`src/rtl/bag_pkg.sv`:
```
package bag_pkg;
    localparam int BEAT_W = 2;

    typedef enum logic [1:0] {
        CYC_NONE  = 2'd0,
        CYC_READ  = 2'd1,
        CYC_WRITE = 2'd2
    } cyc_kind_t;

    typedef enum logic [2:0] {
        ACT_IDLE,
        ACT_LOAD_PROC,
        ACT_LOAD_CTRL,
        ACT_DESELECT,
        ACT_STEP,
        ACT_WAIT
    } ctl_act_t;

    typedef struct packed {
        logic strb_proc_n;
        logic strb_ctrl_n;
        logic adv_n;
        logic ce_a_n;
        logic ce_b;
        logic ce_c_n;
    } ctl_in_t;

    function automatic logic is_load(ctl_act_t a);
        return (a == ACT_LOAD_PROC) || (a == ACT_LOAD_CTRL);
    endfunction
endpackage

```
`src/rtl/bag_sel_decode.sv`:
```
module bag_sel_decode
    import bag_pkg::*;
(
    input  ctl_in_t  ctl,
    input  logic     burst_live,
    output ctl_act_t act
);
    logic selected;
    logic proc_hit;

    assign selected = !ctl.ce_a_n && ctl.ce_b && !ctl.ce_c_n;
    // The processor strobe only counts when enable A is active.
    assign proc_hit = !ctl.strb_proc_n && !ctl.ce_a_n;

    always_comb begin
        if (proc_hit) begin
            act = selected ? ACT_LOAD_PROC : ACT_DESELECT;
        end else if (!ctl.strb_ctrl_n) begin
            act = selected ? ACT_LOAD_CTRL : ACT_DESELECT;
        end else if (!burst_live) begin
            act = ACT_IDLE;
        end else if (!ctl.adv_n) begin
            act = ACT_STEP;
        end else begin
            act = ACT_WAIT;
        end
    end
endmodule

```
`src/rtl/bag_burst_seq.sv`:
```
module bag_burst_seq
    import bag_pkg::*;
#(
    parameter int ADDR_W = 18
) (
    input  logic              clk,
    input  logic              rst,
    input  ctl_act_t          act,
    input  logic [ADDR_W-1:0] addr_in,
    input  logic              order_ilv,
    output logic [ADDR_W-1:0] addr_out
);
    localparam int UP_W = ADDR_W - BEAT_W;

    logic [UP_W-1:0]   upper_q;
    logic [BEAT_W-1:0] start_q;
    logic [BEAT_W-1:0] beat_q;
    logic              ilv_q;
    logic [BEAT_W-1:0] lin_sum;
    logic [BEAT_W-1:0] low_bits;

    always_ff @(posedge clk) begin
        if (rst) begin
            upper_q <= '0;
            start_q <= '0;
            beat_q  <= '0;
            ilv_q   <= 1'b0;
        end else if (is_load(act)) begin
            upper_q <= addr_in[ADDR_W-1:BEAT_W];
            start_q <= addr_in[BEAT_W-1:0];
            beat_q  <= '0;
            ilv_q   <= order_ilv;
        end else if (act == ACT_STEP) begin
            beat_q  <= beat_q + 1'b1;
        end
    end

    // The sum wraps modulo 2**BEAT_W, which gives the linear order.
    assign lin_sum = start_q + beat_q;

    for (genvar i = 0; i < BEAT_W; i++) begin : g_low
        assign low_bits[i] = ilv_q ? (start_q[i] ^ beat_q[i]) : lin_sum[i];
    end

    assign addr_out = {upper_q, low_bits};
endmodule

```
`src/rtl/bag_cycle_track.sv`:
```
module bag_cycle_track
    import bag_pkg::*;
(
    input  logic      clk,
    input  logic      rst,
    input  ctl_act_t  act,
    input  logic      wr_req,
    output logic      live,
    output cyc_kind_t kind
);
    cyc_kind_t req_kind;
    assign req_kind = wr_req ? CYC_WRITE : CYC_READ;

    always_ff @(posedge clk) begin
        if (rst) begin
            live <= 1'b0;
            kind <= CYC_NONE;
        end else begin
            unique case (act)
                ACT_LOAD_PROC: begin
                    live <= 1'b1;
                    kind <= CYC_READ;
                end
                ACT_LOAD_CTRL: begin
                    live <= 1'b1;
                    kind <= req_kind;
                end
                ACT_DESELECT: begin
                    live <= 1'b0;
                    kind <= CYC_NONE;
                end
                ACT_STEP, ACT_WAIT: begin
                    kind <= req_kind;
                end
                default: begin
                    live <= live;
                    kind <= kind;
                end
            endcase
        end
    end
endmodule

```
`src/rtl/burst_addr_gen.sv`:
```
module burst_addr_gen
    import bag_pkg::*;
#(
    parameter int ADDR_W = 18
) (
    input  logic              clk,
    input  logic              rst,
    input  logic [ADDR_W-1:0] addr_in,
    input  logic              strb_proc_n,
    input  logic              strb_ctrl_n,
    input  logic              adv_n,
    input  logic              ce_a_n,
    input  logic              ce_b,
    input  logic              ce_c_n,
    input  logic              order_ilv,
    input  logic              wr_req,
    output logic [ADDR_W-1:0] addr_out,
    output logic              cycle_active,
    output logic [1:0]        cycle_kind
);
    ctl_in_t   ctl;
    ctl_act_t  act;
    logic      live;
    cyc_kind_t kind;

    assign ctl = '{strb_proc_n: strb_proc_n, strb_ctrl_n: strb_ctrl_n,
                   adv_n: adv_n, ce_a_n: ce_a_n, ce_b: ce_b, ce_c_n: ce_c_n};

    bag_sel_decode u_dec (
        .ctl        (ctl),
        .burst_live (live),
        .act        (act)
    );

    bag_burst_seq #(.ADDR_W(ADDR_W)) u_seq (
        .clk       (clk),
        .rst       (rst),
        .act       (act),
        .addr_in   (addr_in),
        .order_ilv (order_ilv),
        .addr_out  (addr_out)
    );

    bag_cycle_track u_trk (
        .clk    (clk),
        .rst    (rst),
        .act    (act),
        .wr_req (wr_req),
        .live   (live),
        .kind   (kind)
    );

    assign cycle_active = live;
    assign cycle_kind   = kind;
endmodule

```
`config.mk`:
```
export PLATFORM = sky130hd
export DESIGN_NAME = burst_addr_gen
export DESIGN_NICKNAME = d
export VERILOG_FILES = /design/src/rtl/bag_pkg.sv /design/src/rtl/bag_sel_decode.sv /design/src/rtl/bag_burst_seq.sv /design/src/rtl/bag_cycle_track.sv /design/src/rtl/burst_addr_gen.sv
export SDC_FILE = /design/constraint.sdc
export NUM_CORES = 1
export LEC_CHECK = 0
export BUFFER_PORTS_ARGS = -buffer_cell sky130_fd_sc_hd__clkbuf_2
export CAP_MARGIN = 10
export CORE_UTILIZATION = 43
export DETAILED_ROUTE_END_ITERATION = 7
export PLACE_DENSITY = 0.8
export SLEW_MARGIN = 0
export SYNTH_ARGS = -nofsm -noshare
export SYNTH_HDL_FRONTEND = slang
export SYNTH_SLANG_ARGS = --single-unit
```
`constraint.sdc`:
```
create_clock -name clk -period 1.3 [get_ports clk]
set_clock_uncertainty 0.2 [all_clocks]
set_input_delay 0.195 -clock clk [delete_from_list [all_inputs] [get_ports clk]]
set_output_delay 0.195 -clock clk [all_outputs]
set_load 0.01 [all_outputs]
```
==> metrics.sh <==
SYNTHESIS.YOSYS.WARNINGS=0
INITIAL_ANTENNA_VIOLATION_COUNT=0
DETAIL-ROUTE-ANTENNA-NETS=0
CLK_LATENCY_PS=310
CLOCK_TREE.BUFFER_DEPTH=2
STATUS='finished, violations left'
DRT_PRE_ANTENNA_ITERS=4
SETUP_WS_PS=-280.7
HOLD_PATH_STARTPOINT='strb_ctrl_n'
POWERDENSITY_nW_PER_UM2=886.1
DIEAREA_UM2=2434
CLOCK_TREE.HTREE_LEVEL_COUNT=1
CAP_VIOL_MAX_COUNT=0
MAX-VDD-IR-DROP_mV=0.8191
SYNTH_EDF_COUNT=0
ANTENNA_CELLS_INSERTED=0
RSZ0062_AT_GRT='true'
SYNTH_TOP_AREA_CELL='sky130_fd_sc_hd__dfxtp_1'
INITIAL_CORE_UTIL_PCT=47.18
SYNTH_COMMON_CELLS='sky130_fd_sc_hd__nand2_1, sky130_fd_sc_hd__dfxtp_1, sky130_fd_sc_hd__a21oi_1'
FINALWEIGHTEDCONGESTION=0.6955
RELSLEWSLACK_PCT=79.24
NUMBER_OF_CTS_INSERTED_BUFFERS=3
WORST_EP_REQUIRED_TIME_PS=900
CLOCK.FMAX_MHz=632.6
SYNTH_TOP_CELLS_BY_AREA='sky130_fd_sc_hd__dfxtp_1, sky130_fd_sc_hd__nand2_1, sky130_fd_sc_hd__a21oi_1'
HOLD_VIOL_FINAL=0
YS_DOMINANT_REG_CELL='sky130_fd_sc_hd__dfxtp_1'
POST_SYNTH_CELL_TYPES=24
CORE_UM2=2042
R2R_SLACK_PS=60
SYNTH_NET_COUNT=146
WORST_R2R_STARTPOINT='u_trk.live'
ROW_COUNT=16
VIAS_IN_THE_FIRST_GLOBAL_ROUTE=989
AREA_GROWTH_PCT=60.65
CRIT_PATH_START_KIND='register'
BOUNDARYPINS=49
SETUP_VIOL=2
MIN-DELAY-PATH-CLASS='input port to register'
DRT-WIRELENGTH-PER-CELL_UM=11.78
SYNTHARSTFLOPSHARE_PCT=0
CP.ARRIVAL_PS=1190
POST-ROUTE-UTIL_PCT=75.80
DIE_W_UM=49.34
SYNTHCELLS=117
CLOCK_SINK_COUNT=24
FRACTION_OF_SYNTHESIZED_CELL_AREA_TAKEN_BY_THE_TOP_AREA_CELL_TYPE_PCT=49.87
DRT_ITER0_DRC=16
WORST_SETUP_HOLD_PATH_CLK_SLEW_PS=120
TIMING.FINAL.CRIT_SHARE_PCT=121.6
NETS=219
WORST-PATH-MAX-FANOUT=2
WORST_PIN_SLEW_PS=307.0
WORST_SETUP_PATH_END_KIND='output pin'
POST-ROUTE-DRC-COUNT=0
VIAS_PER_CELL=4.806
FINAL-MAX-SLEW-VIOLATION-COUNT=0
NUM_VIAS=1038
CTSROOTBUFFERMASTER='sky130_fd_sc_hd__clkbuf_4'
TIMING.RR.END='u_seq.beat_q[1]'
MAXIMUM_NUMBER_OF_PINS_ON_ONE_NET_BEFORE_GLOBAL_ROUTE_REPAIR=22
FIRST_PASS_GRT_WIRE_LENGTH_UM=4050
POST_SYNTH.CELL_AREA_AVG_UM2=8.234
FF2FF_PATH_DEPTH=4
DP_HPWL_UM=1596
WIRELENGTH_ROUTED_UM=2545
DRIVE_ABOVE_1_SHARE_PCT=35.45
BUFFER_PORTS.INSERTED=48
CTS_TREE='done'
DIEHEIGHT_UM=49.34
POWER.STATIC_LEAKAGE_nW=0.6589
SEQ_AREA_FRAC_SYNTH_PCT=49.87
FINAL.MIN_CLOCK_PERIOD_PS=1581
POST-SYNTH-TOP-COUNT-CELL='sky130_fd_sc_hd__nand2_1'
TOTALPOWERFINAL_mW=1.371
SETUP_TOTAL_NEGATIVE_SLACK_PS=-392.5
SYNTH.FF_LATCH_COUNT=24
VIOLATIONS='negative setup slack'
GRTUSAGETOTAL_PCT=21.95
OVERFLOW=0
HOLD_END='u_trk.live'
TIMING.HOLD.WORST_PATH_DEPTH=3
CRITPATHKIND='register to output pin'
WHS_PS=35.47
SYNTH.CELL_AREA_UM2=963.4
==> metal layers <==
metal  wire length (µm)  global-route usage [%]
met1               1038                   22.07
met3                109                   2.804
met5                  0                       0
met4                 52                   9.314
met2               1345                   43.84
==> placed cells by master (no fill, tap or decap), types with 2 or more instances in the layout <==
cell type and count:
sky130_fd_sc_hd__dfxtp_2 3, sky130_fd_sc_hd__a21oi_1 22, sky130_fd_sc_hd__nand2_1 41, sky130_fd_sc_hd__buf_12 2
sky130_fd_sc_hd__xnor2_1 4, sky130_fd_sc_hd__dlygate4sd3_1 21, sky130_fd_sc_hd__buf_4 4, sky130_fd_sc_hd__clkbuf_4 3
sky130_fd_sc_hd__clkbuf_2 46, sky130_fd_sc_hd__nor3b_2 2, sky130_fd_sc_hd__dfxtp_1 21, sky130_fd_sc_hd__nor3_1 2
==> flip-flops by register name, summed over array words and instances, names as in the netlist <==
register       cells
u_seq.upper_q     16
u_seq.beat_q       2
u_seq.start_q      2
u_trk.kind         2
u_seq.ilv_q        1
u_trk.live         1
==> logic make-up after synthesis <==
group / share of synthesized area (%)
compound gates: 16.75
fa+ha+maj: 1.298
simple gates: 24.29
buf+inv: 4.155
flops: 49.87
xor+xnor: 3.636
==> per-stage QoR <==
step | instances | worst slack [ps] | instance area [µm²]
2_1_floorplan | 117 | 52.38 | 963.4
3_3_place_gp | 191 | -22.75 | 1271
3_5_place_dp | 191 | -94.06 | 1271
4_1_cts | 216 | -327.0 | 1540
5_1_grt | 216 | -328.8 | 1548
6_report | 216 | -280.7 | 1548
==> critical path, stage by stage, from the launching register on <==
cell and delay, ps:
sky130_fd_sc_hd__dfxtp_2 360, sky130_fd_sc_hd__ha_4 150, sky130_fd_sc_hd__nor2b_4 110, sky130_fd_sc_hd__xnor2_1 110, sky130_fd_sc_hd__buf_2 150
==> how the worst max path moves through the flow <==
stage / start / to / depth (start not counted)
6_report: u_seq.start_q[0] / addr_out[1] / 4
3_3_place_gp: ce_a_n / u_trk.kind[1] / 5
3_5_place_dp: ce_a_n / u_trk.kind[1] / 5
4_1_cts: u_seq.start_q[0] / addr_out[1] / 4
2_1_floorplan: u_trk.live / u_seq.beat_q[1] / 4
5_1_grt: u_seq.start_q[0] / addr_out[1] / 4
==> layout make-up <==
cell class | count | area (µm²)
sequential | 24 | 484.2
tap | 27 | 33.78
clock buffer | 4 | 36.28
multi-input combinational | 85 | 462.9
inverter | 1 | 3.754
fill | 149 | 494.2
timing repair buffer | 75 | 526.8
==> where the power goes <==
part / internal, mW / switching [mW] / total (mW)
Combinational: 0.123 / 0.0955 / 0.218
Clock: 0.171 / 0.213 / 0.384
Sequential: 0.756 / 0.0125 / 0.769
==> what timing repair did <==
action	4_1_cts	5_1_grt
setup endpoints to repair	2	3
pin swaps	2	1
gates resized for setup	6	4
gates cloned	0	0
hold buffers	21	0
endpoints found under the hold margin	22	0
buffers inserted	0	0
Note: power is estimated with default switching activity, not from simulation.
